[config.mk]
export PLATFORM = sky130hd
export DESIGN_NAME = dual_countdown_timer
export DESIGN_NICKNAME = d
export VERILOG_FILES = /design/src/rtl/dual_countdown_timer.sv
export SDC_FILE = /design/constraint.sdc
export NUM_CORES = 1
export LEC_CHECK = 0
export BUFFER_PORTS_ARGS = -buffer_cell sky130_fd_sc_hd__clkbuf_2
export CELL_PAD_IN_SITES_DETAIL_PLACEMENT = 0
export CELL_PAD_IN_SITES_GLOBAL_PLACEMENT = 1
export CORE_MARGIN = 2
export CORE_UTILIZATION = 30
export DETAILED_ROUTE_END_ITERATION = 6
export PLACE_DENSITY = 0.56
export SYNTH_ARGS = -nofsm -noshare
export SYNTH_HDL_FRONTEND = slang
export SYNTH_SLANG_ARGS = --single-unit
[constraint.sdc]
create_clock -name clk -period 2.9 [get_ports clk]
set_input_delay 0.145 -clock clk [delete_from_list [all_inputs] [get_ports clk]]
set_output_delay 0.145 -clock clk [all_outputs]
set_load 0.01 [all_outputs]
[src/rtl/dual_countdown_timer.sv]
module dual_countdown_timer #(
  parameter int W  = 32,
  parameter int AW = 8
) (
  input  logic          clk,
  input  logic          rst_n,
  input  logic          tick_en,
  input  logic [AW-1:0] bus_addr,
  input  logic          bus_wr,
  input  logic [W-1:0]  bus_wdata,
  output logic [W-1:0]  bus_rdata,
  output logic          irq_t1
);
  localparam logic [AW-1:0] A_CTRL = AW'('h00);
  localparam logic [AW-1:0] A_RLD0 = AW'('h10);
  localparam logic [AW-1:0] A_VAL0 = AW'('h14);
  localparam logic [AW-1:0] A_RLD1 = AW'('h18);
  localparam logic [AW-1:0] A_VAL1 = AW'('h1c);

  logic [1:0]   en_q, rl_q, expire, wr_val, wr_rld;
  logic [W-1:0] cnt_q [2];
  logic [W-1:0] rld_q [2];
  logic         wr_ctrl;

  assign wr_ctrl = bus_wr && bus_addr == A_CTRL;
  assign wr_val  = {bus_wr && bus_addr == A_VAL1, bus_wr && bus_addr == A_VAL0};
  assign wr_rld  = {bus_wr && bus_addr == A_RLD1, bus_wr && bus_addr == A_RLD0};

  for (genvar t = 0; t < 2; t++) begin : g_tmr
    assign expire[t] = tick_en && en_q[t] && cnt_q[t] == '0 && !wr_val[t];

    always_ff @(posedge clk or negedge rst_n) begin
      if (!rst_n) begin
        cnt_q[t] <= '0;
        rld_q[t] <= '0;
      end else begin
        if (wr_rld[t]) rld_q[t] <= bus_wdata;
        if (wr_val[t])
          cnt_q[t] <= bus_wdata;
        else if (tick_en && en_q[t]) begin
          if (cnt_q[t] != '0)  cnt_q[t] <= cnt_q[t] - 1'b1;
          else if (rl_q[t])    cnt_q[t] <= rld_q[t];
        end
      end
    end

    always_ff @(posedge clk or negedge rst_n) begin
      if (!rst_n) begin
        en_q[t] <= 1'b0;
        rl_q[t] <= 1'b0;
      end else if (wr_ctrl) begin
        en_q[t] <= bus_wdata[2*t];
        rl_q[t] <= bus_wdata[2*t+1];
      end else if (expire[t] && !rl_q[t]) begin
        en_q[t] <= 1'b0;
      end
    end

    AST_DECREMENT: assert property (@(posedge clk) disable iff (!rst_n)
      (tick_en && en_q[t] && cnt_q[t] != '0 && !wr_val[t]) |=> cnt_q[t] == $past(cnt_q[t]) - 1'b1);
    AST_RELOAD: assert property (@(posedge clk) disable iff (!rst_n)
      (tick_en && en_q[t] && rl_q[t] && cnt_q[t] == '0 && !wr_val[t] && !wr_rld[t])
      |=> cnt_q[t] == $past(rld_q[t]));
    AST_ONESHOT_STOP: assert property (@(posedge clk) disable iff (!rst_n)
      (tick_en && en_q[t] && !rl_q[t] && cnt_q[t] == '0 && !wr_val[t] && !wr_ctrl)
      |=> (!en_q[t] && cnt_q[t] == '0));
    AST_HOLD_OFF: assert property (@(posedge clk) disable iff (!rst_n)
      (!en_q[t] && !wr_val[t]) |=> $stable(cnt_q[t]));
    AST_WRITE_WINS: assert property (@(posedge clk) disable iff (!rst_n)
      wr_val[t] |=> cnt_q[t] == $past(bus_wdata));
  end

  always_ff @(posedge clk or negedge rst_n) begin
    if (!rst_n) irq_t1 <= 1'b0;
    else        irq_t1 <= expire[1];
  end

  AST_IRQ_NEEDS_TICK: assert property (@(posedge clk) disable iff (!rst_n)
    irq_t1 |-> $past(tick_en));

  always_comb begin
    case (bus_addr)
      A_CTRL:  bus_rdata = {{(W-4){1'b0}}, rl_q[1], en_q[1], rl_q[0], en_q[0]};
      A_RLD0:  bus_rdata = rld_q[0];
      A_VAL0:  bus_rdata = cnt_q[0];
      A_RLD1:  bus_rdata = rld_q[1];
      A_VAL1:  bus_rdata = cnt_q[1];
      default: bus_rdata = '0;
    endcase
  end
endmodule

### Word-level counts from Yosys, hierarchy flattened

Index checks and enable logic that the tools add are counted.

| word-level totals | value |
|---|---|
| bits in registers | 133 |
| bits of input ports | 44 |

| cells by class | value |
|---|---|
| equal/unequal tests | 4 |
| mux-type cells | 13 |
| reduce and logical (&&, ||, !) cells | 30 |
| add/sub/neg operators | 2 |

Operator list:

| operator | number |
|---|---|
| two-way mux 32 bit | 8 |
| one-hot mux 32 bit (5 select lines) | 1 |
| zero test 32 bit | 2 |
| nonzero test 32 bit | 2 |
| subtractor 32 x 1 -> 32 bit, second input constant | 2 |
| equality test 8 x 5 -> 1 bit, second input constant | 4 |
| logical AND 1 bit | 13 |
| zero test 8 bit | 1 |
| nonzero test 2 bit | 4 |
| nonzero test 3 bit | 2 |
| zero test 1 bit | 4 |
| two-way mux 1 bit | 4 |
| AND reduction 2 bit | 2 |

### Logic depth before layout (Yosys ltp)

| depth | value |
|---|---|
| depth after elaboration | 7 |
| mapped depth | 10 |

### Worst setup path after synthesis

No wires, ideal clock.

| path | value |
|---|---|
| path type | reg-to-reg |
| start | register cnt_q[2] (netlist name) |
| end | register cnt_q[29] (netlist name) |
| setup slack | 0.462 ns |
| required time | 2.774 ns |
| cell stages (with the launch flop) | 10 |
| arrival time | 2.312 ns |
| path buffers | 3 |
| cells stage by stage | dfrtp_1 buf_6 or4_1 buf_2 or4_4 buf_6 nor3_4 xnor2_1 a211oi_1 a221o_1 |

| between the ends | value |
|---|---|
| word-level cells in the longest chain between the ends | 4 |
| elaborated cells between the ends (all ways) | 7 |

Ends and longest elaborated chain:

| element | line | source |
|---|---|---|
| start: declaration | 21 | `logic [W-1:0] cnt_q [2];` |
| start signal: indexed assignment | 39 | `cnt_q[t] <= bus_wdata;` |
| start signal: indexed assignment | 42 | `else if (rl_q[t]) cnt_q[t] <= rld_q[t];` |
| subtractor 32 x 1 -> 32 bit / nonzero test 32 bit (equally long branches) | 41 | `if (cnt_q[t] != '0) cnt_q[t] <= cnt_q[t] - 1'b1;` |
| two-way mux 32 bit | 41 |  |
| two-way mux 32 bit | 40 | `else if (tick_en && en_q[t]) begin` |
| two-way mux 32 bit | 38 | `if (wr_val[t])` |

Several ways; a longest one is shown, not always the timed one. The select of a mux whose other input is x is not followed.
A chain may end at the register's enable or synchronous reset.

### Worst setup path after layout

| path | value |
|---|---|
| start | register cnt_q[0] (netlist name) |
| end | register cnt_q[28] (netlist name) |

The elaborated chain is that of the path after synthesis.

==> impl_metrics.toml <==
[sta]
hold_viol = 0
fin_ws_ps = 203
worst_slew_margin_rel = 0.403
post-route-period-util = 0.930
skew_ps = 14.8
finalSetupTns_ps = 0
fmax_mhz = 371
setup_viol = 0
period_minus_slack_ps = 2700
worst_pin_slew_ps = 892
maxSlewViolCount = 0
grt_setup_unrepaired = "no"

[final_layout]
postLayoutCoreUtil = 0.364
num_antenna_cells = 0
areaGrowthSynthToFinish_pct = 20.5
layout.cells.non_filler = 1360
final_layout_size_suffix_gt1_frac = 0.300
final_nets = 1012
final.fill_count = 2959
multi_input_area_sq_um = 4990
regArea_sq_um = 3330

[setup_path]
required_ps = 3200
critical_path.max_stage_delay_ps = 640
start_kind = "flip-flop"
cp_top_family = "simple AND/OR/NAND/NOR gates"
critical_path.endpoint_type = "flip-flop"
path_max_fanout = 19
crit_type = "reg -> reg"
crit_chain = "inv_1 -> ha_1 -> or4b_2 -> nor4_4 -> nand4_1 -> a21oi_2 -> buf_4 -> a21oi_1 -> a2bb2oi_1"
path_buf_inv = 2
slowest_stage = "or4b_2"
arrival_ps = 3000
rrSetupSlack_ps = 200

[clocking]
cts.sinks = 133
clk_pin_slew_ps = 70
numCtsBuffers = 17
cts_tree = "built"
clk_path_buf_depth = 2
clock_latency_ps = 430
cts_root_buf = "clkbuf_16"
htree_levels = 4

[place]
pre_cts_ws_ps = 186
place.gp.congestion = 0.859
dp_cells = 1327
dp_hpwl_mm = 25.2
port_buffers = 76

[floorplan]
die_area_sq_um = 30100
die_w_microns = 174
fp.coreArea_sq_um = 28500
num_rows = 62
start_util = 0.302
dieHeight_microns = 174
io_pins = 77

[synthesis]
yosysMostFrequentCell = "dfrtp_1"
synthTopCellsByArea = "dfrtp_1 (39%), mux2_2 (8.6%), mux4_2 (8.3%)"
synth-seq-cells = 133
synth_cell_type_count = 74
netlist_instances = 871
synthesis.area_sq_um = 8630
synth_edf_count = 0
synth_fp_nets = 919
synthArstFlopShare = 1.00
synth_ff_type = "dfrtp_1"
yosysWarningCount = 0
synth_top_cell_by_area = "dfrtp_1"
synth_top_area_share = 0.386
synth-seq-area-share = 0.386
avgSynthCellArea_sq_um = 9.91
ys_top_cells_by_count = "dfrtp_1 (133), mux2_2 (66), nand2_1 (58)"

[power]
p_per_area_nw_per_um2 = 717
switching_share = 0.372
p_switching_mw = 2.77
p_comb_frac = 0.335
p_int_mw = 4.69
clkPwrFrac = 0.321
vdd_ir_drop_max_uv = 321
p_seq_frac = 0.344
p_leak_nw = 4.71

[min_path]
holdCritPathClass = "in -> reg"

[routing]
dr.pass1.iters = 5
first_iter_violations = 647
drc_errors = 0
detail-route-antenna-nets = 0
wl_mm = 33.9
routedLengthMet1_mm = 16.0
via_count = 7847
wl_per_cell_microns = 24.9
viasPerCell = 5.77
top_layer_used = "met4"
met2_wirelength_mm = 15.7
dr_wl_met3_mm = 1.56

[outcome]
outcome = "completed"

[grt]
gr-total-overflow = 0
antenna_found_initial = 0
grt_max_degree = 64
grt_pass1_wl_mm = 51.9
grt_pass1_vias = 7694
grt_usage = 0.230

[job]
max-cap-violations = 0
state kept, by name, indices dropped and copies added (netlist names):
| register | count |
|---|---|
| cnt_q | 64 |
| en_q | 2 |
| rl_q | 2 |
| irq_t1 | 1 |
| rld_q | 64 |
final cells by class:
class,count,area share
timing repair buffer,142,0.0874
sequential,133,0.320
clock buffer,20,0.0439
multi-input combinational,653,0.480
inverter,17,0.00613
clock inverter,11,0.0167
tap,384,0.0462
placed cells by master, fill, tap and decap left out, types with 6 or more instances in the layout:
cell type	count
nor3_1	33
clkbuf_16	17
xnor2_1	18
nor2_1	52
a22oi_1	34
o21ai_0	26
xor2_1	8
nand4_1	11
o21ai_1	21
mux2i_1	7
a31oi_1	12
a221o_1	9
buf_4	63
inv_1	17
mux4_2	32
or4_1	17
or3_1	14
nand2_1	57
a21oi_1	46
o211ai_1	9
clkbuf_2	75
and3_1	34
dfrtp_1	133
nand3_1	23
o31ai_1	6
a22o_1	7
nor4_1	17
mux2_2	66
cell families after synthesis:
| logic type | Yosys count | synth area share |
|---|---|---|
| simple gates | 303 | 0.198 |
| compound gates | 215 | 0.166 |
| flops | 133 | 0.386 |
| mux | 105 | 0.178 |
| buf+inv | 85 | 0.0407 |
| xor+xnor | 26 | 0.0264 |
| fa+ha+maj | 4 | 0.00580 |
stage by stage:
stage                     power [mW]  hold WS (ps)  area [sq um]
after detailed placement        5.06           203          9740
after global routing            7.85          42.8         10400
after floorplan                 4.01          -151          8630
after CTS                       7.46          32.2         10400
final                           7.46          42.1         10400
after global placement          5.05           196          9740
worst paths after layout:
check | cells after the start | endpoint | startpoint
min | 2 | rld_q[23] | bus_wdata[23]
max reg2reg | 9 | cnt_q[28] | cnt_q[0]
max in group asynchronous | 3 | rld_q[15] | rst_n
min reg2reg | 2 | cnt_q[58] | rld_q[58]
min in group asynchronous | 2 | rld_q[3] | rst_n
max | 9 | cnt_q[28] | cnt_q[0]
routing by layer:
layer / up-vias / global-route usage
met1: 4008 / 0.341
met3: 33 / 0.0202
met4: 0 / 0.0609
li1: 3566 / -
met2: 240 / 0.359
met5: - / 0
power groups by stage:
stage / clock, mW / sequential, mW / combinational [mW]
after global placement: 0 / 2.58 / 2.47
after CTS: 2.42 / 2.56 / 2.49
final: 2.40 / 2.57 / 2.50
after global routing: 2.50 / 2.61 / 2.74
after floorplan: 0 / 2.36 / 1.65
after detailed placement: 0 / 2.59 / 2.48
repair_timing:
action,CTS,global route
buffers inserted,0,1
resized for setup,0,3
hold buffers,1,0
setup endpoints to repair,0,16
endpoints found under the hold margin,61,0
Power figures use the tool's default switching activity.
